`config.mk`:
```
export PLATFORM = sky130hd
export DESIGN_NAME = adc_scan_seq
export DESIGN_NICKNAME = d
export VERILOG_FILES = /design/src/rtl/scan_pkg.sv /design/src/rtl/scan_pacer.sv /design/src/rtl/scan_table.sv /design/src/rtl/scan_framer.sv /design/src/rtl/adc_scan_seq.sv
export SDC_FILE = /design/constraint.sdc
export NUM_CORES = 1
export LEC_CHECK = 0
export BUFFER_PORTS_ARGS = -buffer_cell sky130_fd_sc_hd__buf_2
export CORE_AREA = 10 10 100 146
export DETAILED_ROUTE_END_ITERATION = 10
export DIE_AREA = 0 0 110 156
export PLACE_DENSITY = 0.82
export SLEW_MARGIN = 20
export SYNTH_ARGS = -nofsm -noshare
export SYNTH_HDL_FRONTEND = slang
export SYNTH_SLANG_ARGS = --single-unit
export TNS_END_PERCENT = 50
```
`constraint.sdc`:
```
create_clock -name clk -period 5.5 [get_ports clk]
set_input_delay 0.825 -clock clk [delete_from_list [all_inputs] [get_ports clk]]
set_output_delay 0.825 -clock clk [all_outputs]
set_load 0.05 [all_outputs]
```
`src/rtl/scan_pkg.sv`:
```
package scan_pkg;
  localparam int ENT_W = 6;

  typedef struct packed {
    logic       unit;
    logic [2:0] chan;
    logic [1:0] atten;
  } scan_ent_t;
endpackage

```
`src/rtl/scan_pacer.sv`:
```
module scan_pacer #(
  parameter int IVL_W   = 12,
  parameter int IVL_MIN = 40
) (
  input  logic             clk,
  input  logic             rst_n,
  input  logic             run,
  input  logic             clr,
  input  logic [IVL_W-1:0] ival,
  output logic             trig
);
  logic [IVL_W-1:0] eff, cnt;
  logic             phase, wrap;

  // half period is never shorter than the minimum
  assign eff  = (ival < IVL_W'(IVL_MIN)) ? IVL_W'(IVL_MIN) : ival;
  assign wrap = (cnt >= eff - 1'b1);
  assign trig = run && !clr && phase && wrap;

  always_ff @(posedge clk or negedge rst_n) begin
    if (!rst_n) begin
      cnt   <= '0;
      phase <= 1'b0;
    end else if (clr || !run) begin
      cnt   <= '0;
      phase <= 1'b0;
    end else if (wrap) begin
      cnt   <= '0;
      phase <= ~phase;
    end else begin
      cnt   <= cnt + 1'b1;
    end
  end

  AST_TRIG_GAP: assert property (@(posedge clk) disable iff (!rst_n)
    trig |=> !trig);
endmodule

```
`src/rtl/scan_table.sv`:
```
module scan_table
  import scan_pkg::*;
#(
  parameter int DEPTH = 7,
  parameter int AW    = 3
) (
  input  logic          clk,
  input  logic          rst_n,
  input  logic          wr_en,
  input  logic [AW-1:0] wr_addr,
  input  scan_ent_t     wr_ent,
  input  logic          len_we,
  input  logic [AW-1:0] len_in,
  input  logic          restart,
  input  logic          advance,
  output scan_ent_t     cur_ent
);
  scan_ent_t     tbl [DEPTH];
  logic [AW-1:0] len_q, ptr;

  assign cur_ent = tbl[ptr];

  always_ff @(posedge clk or negedge rst_n) begin
    if (!rst_n) begin
      len_q <= AW'(1);
      ptr   <= '0;
      for (int i = 0; i < DEPTH; i++) tbl[i] <= '0;
    end else begin
      if (wr_en && wr_addr < AW'(DEPTH)) tbl[wr_addr] <= wr_ent;
      if (len_we && len_in != '0)
        len_q <= (len_in > AW'(DEPTH)) ? AW'(DEPTH) : len_in;
      if (restart)      ptr <= '0;
      else if (advance) ptr <= (ptr + 1'b1 >= len_q) ? '0 : ptr + 1'b1;
    end
  end

  AST_PTR_RANGE: assert property (@(posedge clk) disable iff (!rst_n)
    ptr < AW'(DEPTH));
endmodule

```
`src/rtl/scan_framer.sv`:
```
module scan_framer #(
  parameter int RES_W  = 13,
  parameter int EOF_W  = 12,
  parameter int NUM_CH = 5
) (
  input  logic             clk,
  input  logic             rst_n,
  input  logic             clr,
  input  logic             load,
  input  logic [2:0]       chan,
  input  logic             unit,
  input  logic [RES_W-1:0] res,
  input  logic [EOF_W-1:0] eof_num,
  input  logic             out_ready,
  output logic             out_valid,
  output logic [31:0]      out_data,
  output logic             out_eof,
  output logic             out_bad
);
  localparam int PAD = 32 - RES_W - 4;

  logic [EOF_W-1:0] eof_cnt;
  logic             hit;

  assign hit = (eof_num != '0) && (eof_cnt + 1'b1 == eof_num);

  always_ff @(posedge clk or negedge rst_n) begin
    if (!rst_n) begin
      eof_cnt   <= '0;
      out_valid <= 1'b0;
      out_data  <= '0;
      out_eof   <= 1'b0;
      out_bad   <= 1'b0;
    end else begin
      if (load) begin
        out_valid <= 1'b1;
        out_data  <= {{PAD{1'b0}}, unit, chan, res};
        out_eof   <= hit;
        out_bad   <= ({1'b0, chan} >= 4'(NUM_CH));
      end else if (out_valid && out_ready) begin
        out_valid <= 1'b0;
        out_eof   <= 1'b0;
        out_bad   <= 1'b0;
      end
      if (clr)       eof_cnt <= '0;
      else if (load) eof_cnt <= hit ? '0 : eof_cnt + 1'b1;
    end
  end

  AST_OUT_HOLD: assert property (@(posedge clk) disable iff (!rst_n)
    out_valid && !out_ready |=> out_valid && $stable(out_data) && $stable(out_eof));
  AST_PAD_ZERO: assert property (@(posedge clk) disable iff (!rst_n)
    out_valid |-> out_data[31:RES_W+4] == '0);
  AST_EOF_VALID: assert property (@(posedge clk) disable iff (!rst_n)
    out_eof |-> out_valid);
endmodule

```
`src/rtl/adc_scan_seq.sv`:
```
module adc_scan_seq
  import scan_pkg::*;
#(
  parameter int DEPTH  = 7,
  parameter int IVL_W  = 12,
  parameter int IVL_MIN = 40,
  parameter int LIM_W  = 8,
  parameter int EOF_W  = 12,
  parameter int RES_W  = 13,
  parameter int NUM_CH = 5
) (
  input  logic             clk,
  input  logic             rst_n,
  input  logic             cfg_ent_we,
  input  logic [2:0]       cfg_ent_idx,
  input  logic [5:0]       cfg_ent_data,
  input  logic             cfg_len_we,
  input  logic [2:0]       cfg_len,
  input  logic [IVL_W-1:0] cfg_interval,
  input  logic             cfg_limit_en,
  input  logic [LIM_W-1:0] cfg_limit,
  input  logic [EOF_W-1:0] cfg_eof_num,
  input  logic             start,
  input  logic             stop,
  output logic             adc_req_valid,
  output logic [2:0]       adc_req_chan,
  output logic             adc_req_unit,
  output logic [1:0]       adc_req_atten,
  input  logic             adc_rsp_valid,
  input  logic [RES_W-1:0] adc_rsp_data,
  output logic             out_valid,
  input  logic             out_ready,
  output logic [31:0]      out_data,
  output logic             out_eof,
  output logic             out_bad,
  output logic             busy,
  output logic             overflow
);
  localparam int AW = 3;

  scan_ent_t        cur;
  logic             run, outst, trig, accept, drop, stall, lim_hit, load;
  logic [LIM_W-1:0] trig_cnt;
  logic [2:0]       lat_chan;
  logic             lat_unit;

  assign stall   = out_valid && !out_ready;
  assign lim_hit = cfg_limit_en && (trig_cnt == cfg_limit);
  assign accept  = trig && !lim_hit && !outst && !stall;
  assign drop    = trig && !lim_hit && (outst || stall);
  assign load    = adc_rsp_valid && outst;

  assign adc_req_valid = accept;
  assign adc_req_chan  = cur.chan;
  assign adc_req_unit  = cur.unit;
  assign adc_req_atten = cur.atten;
  assign busy          = run || outst;

  scan_pacer #(.IVL_W(IVL_W), .IVL_MIN(IVL_MIN)) i_pacer (
    .clk(clk), .rst_n(rst_n), .run(run), .clr(start),
    .ival(cfg_interval), .trig(trig));

  scan_table #(.DEPTH(DEPTH), .AW(AW)) i_table (
    .clk(clk), .rst_n(rst_n), .wr_en(cfg_ent_we), .wr_addr(cfg_ent_idx),
    .wr_ent(scan_ent_t'(cfg_ent_data)), .len_we(cfg_len_we), .len_in(cfg_len),
    .restart(start), .advance(accept), .cur_ent(cur));

  scan_framer #(.RES_W(RES_W), .EOF_W(EOF_W), .NUM_CH(NUM_CH)) i_framer (
    .clk(clk), .rst_n(rst_n), .clr(start || stop), .load(load),
    .chan(lat_chan), .unit(lat_unit), .res(adc_rsp_data),
    .eof_num(cfg_eof_num), .out_ready(out_ready), .out_valid(out_valid),
    .out_data(out_data), .out_eof(out_eof), .out_bad(out_bad));

  always_ff @(posedge clk or negedge rst_n) begin
    if (!rst_n) begin
      run      <= 1'b0;
      outst    <= 1'b0;
      trig_cnt <= '0;
      overflow <= 1'b0;
      lat_chan <= '0;
      lat_unit <= 1'b0;
    end else begin
      if (start)                run <= 1'b1;
      else if (stop || lim_hit) run <= 1'b0;

      if (accept) begin
        outst    <= 1'b1;
        lat_chan <= cur.chan;
        lat_unit <= cur.unit;
      end else if (adc_rsp_valid) begin
        outst    <= 1'b0;
      end

      if (start)       trig_cnt <= '0;
      else if (accept) trig_cnt <= trig_cnt + 1'b1;

      if (start)     overflow <= 1'b0;
      else if (drop) overflow <= 1'b1;
    end
  end

  AST_OVF_STICKY: assert property (@(posedge clk) disable iff (!rst_n)
    overflow && !start |=> overflow);
  AST_ONE_INFLIGHT: assert property (@(posedge clk) disable iff (!rst_n)
    outst && !adc_rsp_valid |=> !adc_req_valid);
  AST_LIMIT_STOP: assert property (@(posedge clk) disable iff (!rst_n)
    cfg_limit_en && trig_cnt == cfg_limit |-> !adc_req_valid);
  AST_IDLE_QUIET: assert property (@(posedge clk) disable iff (!rst_n)
    !busy |-> !adc_req_valid);
endmodule

```
### Word level (Yosys, flattened, before mapping)

Index checks and enable logic that the tools add are counted.

| word-level totals | value |
|---|---|
| output and inout bits | 44 |
| input port bits | 66 |
| register bits after elaboration | 108 |

| cells by class | value |
|---|---|
| magnitude comparators | 9 |
| equality and inequality tests | 2 |
| add/subtract/negate cells | 5 |
| bitwise gates (word level) | 3 |
| reduce and logical (&&, ||, !) cells | 35 |
| mux-type cells | 30 |

Operators by type and width:

| operator | count |
|---|---|
| two-way mux 12 bit | 6 |
| bitwise mux 42 bit | 1 |
| adder 12 x 1 -> 12 bit (second input constant) | 2 |
| binary-select mux 6 bit (select 3 bit) | 1 |
| demux 6 bit (select 3 bit) | 1 |
| two-way mux 6 bit | 3 |
| two-way mux 8 bit | 2 |
| logical AND 1 bit | 15 |
| nonzero test 2 bit | 7 |
| equality test 12 bit | 1 |
| greater-or-equal comparator 12 bit | 1 |
| < comparator 12 x 6 -> 1 bit (second input constant) | 1 |
| two-way mux 1 bit | 12 |
| two-way mux 3 bit | 4 |
| nonzero test 12 bit | 1 |
| subtractor 12 x 1 -> 12 bit (second input constant) | 1 |
| adder 8 x 1 -> 8 bit (second input constant) | 1 |
| equality test 8 bit | 1 |
| greater-or-equal comparator 4 bit (second input constant) | 2 |
| inverter 3 -> 4 bit | 2 |
| zero test 1 bit | 6 |
| logical OR 1 bit | 5 |
| < comparator 4 x 1 -> 1 bit (second input constant) | 1 |
| adder 3 x 1 -> 3 bit (second input constant) | 1 |
| 6 further kinds | 6 |

### Longest topological paths before layout

Gate-level depths: netlist of run 1.

| depth | value |
|---|---|
| word-level depth | 10 |
| gate-level depth with buffers | 19 |
| gate-level depth less buffers | 17 |

### Cells and area by module

From an unflattened synthesis of run 1, not the netlist that was laid out.

| second synthesis, totals | value |
|---|---|
| cell total of the unflattened synthesis | 581 |
| area, all modules | 6,226.0 um^2 |

Modules (own cells, without submodules):

| module | seq. area each (um^2) | cells each | area an instance (um^2) | instances |
|---|---|---|---|---|
| scan_table | 1,202.4 | 176 | 2,353.5 | 1 |
| scan_framer | 800.8 | 198 | 1,928.1 | 1 |
| scan_pacer | 325.3 | 124 | 1,074.8 | 1 |
| adc_scan_seq | 375.4 | 83 | 869.6 | 1 |

### Worst setup path after synthesis of run 1

No wires, ideal clock.

| timing | value |
|---|---|
| kind | input to output |
| start point | input port cfg_interval[10] |
| end point | output port adc_req_valid |
| arrival time | 4,913 ps |
| path slack | -238 ps |
| buffers on the path | 2 |
| required time | 4,675 ps |
| stages | 18 |
| cell sequence | or4_1 or4b_1 clkbuf_1 nand2_1 ha_1 nand2_1 nor4b_1 nand2b_1 nor4_1 xnor2_1 ha_1 nand4_1 or3_1 o32a_1 a21oi_1 nand2_1 inv_1 buf_2 |

| on the way | value |
|---|---|
| word-level cells in the longest chain between the ends | 8 |

Ends and longest elaborated chain:

| element | line | source |
|---|---|---|
| from (decl) | adc_scan_seq.sv:19 | `input logic [IVL_W-1:0] cfg_interval,` |
| < comparator 12 x 6 -> 1 bit | scan_pacer.sv:16 | `assign eff = (ival < IVL_W'(IVL_MIN)) ? IVL_W'(IVL_MIN) : ival;` |
| two-way mux 12 bit * | scan_pacer.sv:16 |  |
| subtractor 12 x 1 -> 12 bit * | scan_pacer.sv:17 | `assign wrap = (cnt >= eff - 1'b1);` |
| greater-or-equal comparator 12 bit * | scan_pacer.sv:17 |  |
| logical AND 1 bit * | scan_pacer.sv:18 | `assign trig = run && !clr && phase && wrap;` |
| logical AND 1 bit * (3 in a row) | adc_scan_seq.sv:49 | `assign accept = trig && !lim_hit && !outst && !stall;` |
| to (decl) | adc_scan_seq.sv:25 | `output logic adc_req_valid,` |

Every way passes the cells marked *; elsewhere a longest branch is shown, timed or not.

### Worst setup path after layout of run 1

| timing | value |
|---|---|
| start point | input port cfg_interval[7] |
| end point | output port adc_req_valid |

The elaborated chain is that of the path after synthesis.

==> metrics, run 1 <==
synth cell count leaders=dfrtp_1 (107), nand2_1 (73), nor2_1 (49); ys flop type=dfrtp_1; share of cells above drive strength 1=32.1%; routed len/inst=16.7 um; most common cell in the netlist=dfrtp_1; CTS H-Tree Depth=3; kind of end point of the critical path=output port; clock transition at the registers of the reported paths=70 ps; Sink Count=108; Fmax=184 MHz; DRT Wirelength=14.3 mm; io pins=110; vias per cell=5.46; Post-synth EDFFs=0; P per Cell Area=267 mW/mm2; Area Growth Syn to Fin=19.8%; ANT nets after route=0; clock tree buffer depth=2; largest net degree at the start of global routing=58; initial antenna violation count=0; crit path DAT=4610 ps; Rel. slew slack=30.3%; critical path class=input port to output port; gpl congestion=0.883; vias in the first global route=4,913; # rows=49; Detail Placement HPWL=10.7 mm; Hold Path Class=flip-flop to flip-flop; Critical Path Fanout Max=3; Final Skew=8.89 ps; post-synth top area share=44.9%; final worst-path cycle share=98.8%; nets=784; DRC violation count after routing=0; Period minus WS final=5430 ps; clk root buf=clkbuf_16; Synth Cell Area=0.00596 mm2; first-pass GRT wire length=23.4 mm; CTS tree=done; post-synth top area cell=dfrtp_1; VDD IR-drop max=0.000270 V; Synth cell types=54; number of max-cap violations=0; Seq/Total Area, Yosys=45.4%; total CTS buffers=9; Yosys reg bits=108; CP dominant cell by count=nand2_4; P_leak=3.36 nW; Core Footprint=0.0120 mm2; vias post-DR=4,671; port bufs=94; RSZ-0062 raised after global routing=yes; Core Util, Final=59.7%; outcome=finished clean; # hold bufs at CTS=0; Syn Inst Count=578; synth top area cells=dfrtp_1 (45%), mux2_2 (8.9%), xnor2_1 (4.7%), nand2_1 (4.6%), ha_1 (4.2%); DR pass1 iterations=5; met2 Usage GRT=29.5%; die height=156 um; CP bufs+invs=3; setup ws final=65.5 ps; CP max stage delay=550 ps; worst skew pair latency=350 ps; yosys warns=0; GR Util met3=2.81%; Slew @ Worst Pin=1040 ps; Die ar.=0.0172 mm2; Setup violations, final=0; grt ovf=0; delay-heaviest family, CP=simple AND/OR/NAND/NOR gates; global routing's busiest layer=met2; asr flop ratio synth=100%; max-slew violations=0; ANT cells=0; die width=110 um; WP data required=4680 ps; Starting Density=49.8%; Final Hold Fails=0; Tot GR Track Use=16.9%; crit-path cells=buf_6, or4_4, or4b_4, nand2_4, ha_4, nand2_4, nor4b_4, nand2b_1, nor4_2, xnor2_1, ha_1, nand4_1, or3_1, o32a_1, a21oi_2, nand2_2, inv_2, buf_8; CP Launch Type=input port; Place WS=-261 ps; CP max-delay cell=or4b_4; DR iter-0 viols=202; met1 Use GR=19.1%; mean post-synth cell area=10.3 um2; total power=1.90 mW
-- cells in the final DEF (no fill, tap or decap), types with 8 or more instances in the layout --
master	count
nor2_1	49
nand2b_1	9
xnor2_1	32
buf_4	36
o21ai_0	17
ha_1	19
nand4_1	9
conb_1	15
mux2i_1	8
mux2_2	47
nand3_1	14
xor2_1	18
buf_2	91
nand2_1	69
nor3_1	10
inv_1	14
a21oi_1	23
clkbuf_16	9
dfrtp_1	107
-- area by class of cell --
class	count	area [um2]
clock inverter	6	62.6
sequential	108	2700
multi-input combinational	435	3140
timing repair buffer	129	752
tap	153	191
fill	990	4820
clock buffer	10	229
inverter	15	56.3
-- final timing paths --
check / start / endpoint / slack (ps) / cells past startpoint
worst max register to register: i_pacer.cnt[9]$_DFF_PN0_ / outst$_DFFE_PN0P_ / 2380 / 17
max in group asynchronous: rst_n / trig_cnt[7]$_DFFE_PN0P_ / 3850 / 2
worst min register to register: i_framer.out_data[10]$_DFFE_PN0P_ / i_framer.out_data[10]$_DFFE_PN0P_ / 470 / 2
worst max-delay path: cfg_interval[7] / adc_req_valid / 70 / 18
worst min-delay path: i_framer.out_data[10]$_DFFE_PN0P_ / i_framer.out_data[10]$_DFFE_PN0P_ / 470 / 2
min in group asynchronous: rst_n / i_framer.out_data[14]$_DFFE_PN0P_ / 520 / 1
-- logic make-up (layout without fill, tap and decap cells) --
group / Yosys count / in the layout / synth area share (%)
flops: 108 / 108 / 45.4
simple gates: 215 / 215 / 17.9
compound gates: 74 / 74 / 8.55
xor+xnor: 50 / 50 / 7.35
buf+inv: 49 / 160 / 4.09
fa+ha+maj: 20 / 20 / 4.20
other cells: 1 / 15 / 0.0629
mux: 61 / 61 / 12.5
-- sequential cells by signal, summed over array words and instances (netlist names) --
register and count:
lat_chan 3, i_table.len_q 3, outst 1, i_framer.out_data 17, lat_unit 1, i_framer.out_valid 1, i_framer.out_bad 1, i_pacer.phase 1
trig_cnt 8, i_table.ptr 3, i_table.tbl 42, run 1, i_framer.eof_cnt 12, i_pacer.cnt 12, i_framer.out_eof 1, overflow 1
-- per-stage QoR --
stage / std cells / TNS [ps] / cell area [um2] / hold slack [ps]
after detailed placement: 822 / -261 / 6630 / 457
after CTS: 854 / -72.9 / 7110 / 475
after floorplan: 592 / 0 / 6030 / 435
final: 856 / 0 / 7140 / 466
after global placement: 822 / -128 / 6630 / 454
after global routing: 856 / -68.8 / 7140 / 505
-- what timing repair did --
action	CTS	global route
cloned	0	0
endpoints found under the setup margin	1	2
gates resized for setup	17	3
pin swaps	14	7
setup buffers	16	2
-- worst register-to-register path, cell delays in order, from the launching register on --
cell and delay (ps):
dfrtp_1 420, ha_1 320, nand4_1 130, or3_1 330, o32a_1 330, a21oi_2 200
nand2_2 90, buf_4 140, buf_4 120, buf_4 120, buf_4 120, buf_4 120
buf_4 120, buf_4 120, buf_4 120, buf_4 120, buf_4 130, o21ai_2 40
-- power breakdown --
part | internal [mW] | switching [mW] | total (mW)
registers | 0.875 | 0.0426 | 0.918
logic | 0.140 | 0.208 | 0.348
clock network | 0.354 | 0.285 | 0.639
total | 1.37 | 0.535 | 1.90
-- routing by layer --
metal  vias to the layer above  share of wire (%)
met4                         0                3.2
met3                        29                5.2
met2                       108                 53
met1                      2291                 39
li1                       2243                  -
met5                         -                  0
Note: power is estimated with default switching activity, not from simulation.
==> run 2, diff against run 1 <==
- CELL_PAD_IN_SITES_DETAIL_PLACEMENT: default -> 1
- CELL_PAD_IN_SITES_GLOBAL_PLACEMENT: default -> 1
- CORE_AREA: 10 10 100 146 -> 10 10 112 165
- DIE_AREA: 0 0 110 156 -> 0 0 122 175
==> run 2 against run 1 <==
  * Critical path depth unchanged
  * Sequential share of layout area up 0.30 points
  * Worst setup slack worse by 42 ps
  * Clock power down 3%
  * Cell area down 0.79%
==> metrics, run 2 (same netlist as run 1, synthesis figures left out) <==
P_leak=3.29 nW; CP Launch Type=input port; final instance area=0.00708 mm2; outcome=finished clean; WP data required=4680 ps; Setup violations, final=0; CP max-delay cell=or4b_4; non-filler instance count after layout=892; RSZ-0062 raised after global routing=yes; DP Area=0.00667 mm2; first-pass GRT wire length=26.5 mm; Period minus WS final=5480 ps; Comb pwr share=18.7%; clock tree buffer depth=2; nets=770; CP dominant cell by count=nand2_4; Fmax=183 MHz; max reg flops=42; Int Power=1.33 mW; CP max stage delay=560 ps; gpl congestion=0.807; DRT Wirelength=16.2 mm; Hold Slack=478 ps; worst skew pair latency=350 ps; max-slew violations=0; Switch Pwr=567 uW; Detail Placement HPWL=12.6 mm; Tot GR Track Use=15.3%; clk root buf=clkbuf_16; Starting Density=38.5%; Final Skew=10.5 ps; placed insts=869; routed len/inst=18.2 um; number of max-cap violations=0; Hold Path Class=flip-flop to flip-flop; DR pass1 iterations=4; grt ovf=0; critical path class=input port to output port; Area Growth Syn to Fin=18.8%; total CTS buffers=9; P per Cell Area=268 mW/mm2; clock transition at the registers of the reported paths=70 ps; VDD IR-drop max=0.000223 V; Die ar.=0.0214 mm2; die width=122 um; crit-path cells=buf_6, or4_4, or4b_4, nand2_4, ha_4, nand2_4, nor4b_4, nand2b_1, nor4_2, xnor2_1, ha_1, nand4_1, or3_1, o32a_1, a21oi_2, nand2_1, inv_2, buf_8; # rows=56; Sink Count=108; final worst-path cycle share=99.6%; die height=175 um; crit path DAT=4650 ps; initial antenna violation count=0; Core Footprint=0.0155 mm2; io pins=110; largest registers=i_table.tbl x42, i_framer.out_data x17; Flop pwr share=48.5%; most flop-heavy register=i_table.tbl; largest net degree at the start of global routing=66; vias post-DR=4,666; Final Hold Fails=0; share of cells above drive strength 1=30.5%; kind of end point of the critical path=output port; # fillers=1,786; Clock Power Share=32.8%; vias per cell=5.23; CTS tree=done; Rel. slew slack=27.1%; ANT nets after route=0; vias in the first global route=5,251; DRC violation count after routing=0; port bufs=94; Switching Fraction=29.9%; Slew @ Worst Pin=1090 ps; CTS H-Tree Depth=3; commonest non-fill, non-tap cell in the layout=dfrtp_1; DR iter-0 viols=169; most frequent cells in the layout=dfrtp_1 (107), buf_2 (91), nand2_1 (70); ANT cells=0; Critical Path Fanout Max=4
[run 2: critical path, delay by kind of cell]
family                   cells  cell delay, ps
AO/OA/AOI/OAI                2             530
XOR/XNOR                     1             110
adder cells (fa/ha/maj)      2             460
buffers and inverters        3             400
AND/OR/NAND/NOR             10            2300
[run 2: final cells by class]
type                            count  area [um2]  area share [%]
Multi-Input combinational cell    435        3140            44.3
Sequential cell                   108        2700            38.2
Timing Repair Buffer              115         647            9.13
Tap cell                          203         254            3.59
Clock buffer                       10         229            3.23
Inverter                           15        56.3           0.795
Clock inverter                      6        52.6           0.742
[run 2: stage by stage]
| stage | power (mW) | setup slack [ps] | setup TNS [ps] | utilization, % |
|---|---|---|---|---|
| final | 1.90 | 23.3 | 0 | 45.7 |
| after floorplan | 1.17 | 34.9 | 0 | - |
| after global placement | 1.26 | -275 | -275 | 43.1 |
| after detailed placement | 1.29 | -379 | -379 | 43.1 |
| after CTS | 1.92 | -188 | -188 | 45.6 |
| after global routing | 2.00 | -208 | -208 | 45.7 |
[run 2: metal layers]
metal / wire length (um) / part of all wire [%] / vias up / track usage [%]
li1: - / - / 2213 / -
met1: 6180 / 38 / 2358 / 16.2
met2: 9170 / 57 / 80 / 29.1
met3: 685 / 4.2 / 15 / 3.32
met4: 167 / 1.0 / 0 / 3.99
met5: 0 / 0 / - / 0
[run 2: final timing paths]
kind / start / end / slack, ps / cells past startpoint
max: cfg_interval[7] / adc_req_valid / 20 / 18
min: i_framer.out_bad$_DFFE_PN0P_ / i_framer.out_bad$_DFFE_PN0P_ / 480 / 2
max reg2reg: i_framer.eof_cnt[0]$_DFFE_PN0P_ / i_framer.eof_cnt[3]$_DFFE_PN0P_ / 2730 / 6
min reg2reg: i_framer.out_bad$_DFFE_PN0P_ / i_framer.out_bad$_DFFE_PN0P_ / 480 / 2
max in group asynchronous: rst_n / overflow$_DFFE_PN0P_ / 3830 / 2
min in group asynchronous: rst_n / i_framer.out_data[0]$_DFFE_PN0P_ / 580 / 1
[run 2: power groups by stage]
| stage | clock network, mW | logic (mW) | registers, mW |
|---|---|---|---|
| floorplan | 0 | 0.217 | 0.948 |
| global placement | 0 | 0.333 | 0.926 |
| detailed placement | 0 | 0.352 | 0.937 |
| CTS | 0.644 | 0.360 | 0.921 |
| global route | 0.682 | 0.388 | 0.930 |
| finish | 0.623 | 0.355 | 0.920 |
[run 2: timing repair]
| action | in CTS | in global routing |
|---|---|---|
| gates resized for setup | 17 | 2 |
| hold buffers | 0 | 0 |
| setup endpoints to repair | 1 | 1 |
| setup buffers | 6 | 1 |
| pin swaps | 13 | 7 |
| cloned | 0 | 0 |
==> run 3, diff against run 2 <==
- CORE_AREA: 10 10 112 165 -> 10 10 113 166
- DIE_AREA: 0 0 122 175 -> 0 0 123 176
- PLACE_DENSITY: 0.82 -> 0.83
- SYNTH_HIERARCHICAL: default -> 1
==> run 3 against run 2 <==
  * Non-clock buffer count decreased by 13
  * Clock skew increased by 7.4 ps
  * Register-to-register slack got worse by 170 ps
  * Hold slack improved by 26 ps
  * Wire length increased by 2.3%
  * First-iteration DRC count increased by 22%
  * Final cell count decreased by 0.67%
  * Sequential power about the same
  * Die area increased by 1.4%
  * Worst setup slack improved by 160 ps
  * Synthesized cell count increased by 0.52%
  * Critical path type unchanged
  * Largest cell class unchanged
  * Largest power group unchanged
==> metrics, run 3 <==
DR WL met3=700 um; vias post-DR=4,778; worst skew pair latency=360 ps; VDD IR-drop max=0.000136 V; ys flop type=dfrtp_1; nets=762; clk root buf=clkbuf_16; CTS tree=done; post-synth top area cell=dfrtp_1; asr flop ratio synth=100%; port bufs=94; CP Launch Type=input port; initial antenna violation count=0; largest registers=i_table/tbl x42, i_framer/out_data x17; mean post-synth cell area=10.7 um2; share of cells above drive strength 1=31.9%; Flop pwr share=46.4%; Post-synth EDFFs=0; Die ar.=0.0216 mm2; Synth Cell Area=0.00623 mm2; met1 WL=6.34 mm; DRC violation count after routing=0; first-pass GRT wire length=26.9 mm; P per Cell Area=273 mW/mm2; routed len/inst=18.7 um; TNS Setup=0 ps; most frequent cells in the layout=dfrtp_1 (107), buf_2 (92), mux2_2 (65); io pins=110; Setup violations, final=0; Detail Placement HPWL=12.6 mm; max-slew violations=0; post-synth top area share=43.0%; P_leak=3.21 nW; metal2 WL=9.22 mm; Critical Path Fanout Max=4; gpl congestion=0.837; crit path DAT=4490 ps; max reg flops=42; clock transition at the registers of the reported paths=90 ps; Period minus WS final=5310 ps; CTS H-Tree Depth=3; critical path class=input port to output port; Int Power=1.38 mW; vias per cell=5.39; largest net degree at the start of global routing=57; Synth cell types=62; Comb pwr share=18.2%; Place WS=-296 ps; Seq/Total Area, Yosys=43.4%; Hold Path Class=flip-flop to flip-flop; Syn Inst Count=581; synth top area cells=dfrtp_1 (43%), mux2_2 (12%), ha_1 (4.2%), xnor2_1 (3.7%), mux2i_1 (2.9%); ANT cells=0; Area Growth Syn to Fin=16.5%; die height=176 um; kind of end point of the critical path=output port; total power=1.98 mW; die width=123 um; ANT nets after route=0; most common cell in the netlist=dfrtp_1; commonest non-fill, non-tap cell in the layout=dfrtp_1; grt ovf=0; setup ws final=185 ps; outcome=finished clean; Switch Pwr=598 uW; Tot GR Track Use=15.3%; most flop-heavy register=i_table/tbl; total CTS buffers=9; Hold Slack=504 ps; final worst-path cycle share=96.6%; synth cell count leaders=dfrtp_1 (107), mux2_2 (65), nand2_1 (44); # rows=57; yosys warns=6; Fmax=188 MHz; Starting Density=39.1%; Core Footprint=0.0159 mm2; number of max-cap violations=0; Clock Power Share=35.5%; DR iter-0 viols=207; top sig layer=met4; clock tree buffer depth=2; Final Hold Fails=0; Sink Count=108; Hold Crit Depth=1; Slew @ Worst Pin=870 ps; Yosys reg bits=108; vias in the first global route=5,314; Final Skew=17.9 ps; worst reg2reg path depth=7; WP data required=4680 ps; Rel. slew slack=42.0%; DR pass1 iterations=4; Switching Fraction=30.1%; DRT Wirelength=16.6 mm; # hold bufs at CTS=0
[run 3: metrics by stage]
step	area, um2	util [%]	std cells
after global routing	7250	45.6	886
after detailed placement	6850	43.1	869
after CTS	7200	45.3	885
after global placement	6850	43.1	869
after floorplan	6280	-	595
final	7250	45.6	886
[run 3: repair_timing]
| item | in CTS | in global routing |
|---|---|---|
| gates resized for setup | 5 | 11 |
| setup endpoints to repair | 1 | 1 |
| pin swaps | 1 | 4 |
| buffers inserted | 0 | 1 |
[run 3: routing by layer]
layer | track usage (%) | vias up
met5 | 0 | -
met1 | 16.1 | 2423
li1 | - | 2249
met3 | 3.10 | 24
met2 | 29.0 | 82
met4 | 5.21 | 0
[run 3: worst max-delay path: stages]
cell	delay (ps)
buf_2	110
or4_4	570
nor3_4	180
nand2_2	110
nand2_1	90
ha_2	200
nand2_2	70
or4_4	460
nor2_1	130
xnor2_1	80
ha_1	290
nand4_1	190
nor3_2	310
nand3_2	170
a211oi_4	260
nand2_2	100
nor2_4	170
buf_8	170
[run 3: logic make-up (layout without fill, tap and decap cells)]
kind of cell / count (synthesis) / count (layout) / synth area share (%)
flip-flops: 108 / 108 / 43.4
XOR/XNOR: 40 / 40 / 5.63
multiplexers: 90 / 90 / 16.2
adder cells (fa/ha/maj): 21 / 21 / 4.22
buffers and inverters: 48 / 133 / 4.26
AND/OR/NAND/NOR: 194 / 194 / 18.0
AO/OA/AOI/OAI: 79 / 79 / 8.22
other: 1 / 15 / 0.0602
[run 3: path summary, 6_finish.rpt]
path                                                    from                           endpoint  slack, ps
max                                          cfg_interval[9]                      adc_req_valid        190
min                        i_framer/out_data[11]$_DFFE_PN0P_  i_framer/out_data[11]$_DFFE_PN0P_        500
max reg2reg                  i_framer/eof_cnt[0]$_DFFE_PN0P_    i_framer/eof_cnt[9]$_DFFE_PN0P_       2560
min reg2reg                i_framer/out_data[11]$_DFFE_PN0P_  i_framer/out_data[11]$_DFFE_PN0P_        500
max in group asynchronous                              rst_n        i_table/tbl[15]$_DFFE_PN0P_       3810
min in group asynchronous                              rst_n            trig_cnt[7]$_DFFE_PN0P_        530
[run 3: area by class of cell]
cell class              count  area (um2)
fillers                  1791        8650
multi-input cells         439        3370
flip-flops and latches    108        2700
repair buffers            102         543
well taps                 206         258
clock buffers               9         225
clock inverters             7         100
inverters                  15        56.3
[run 3: power by group through the flow]
stage               Sequential, mW  Combinational [mW]  Clock [mW]
floorplan                    0.948               0.227           0
global placement             0.924               0.342           0
detailed placement           0.933               0.356           0
CTS                          0.919               0.363       0.724
global route                 0.929               0.389       0.759
finish                       0.919               0.361       0.703
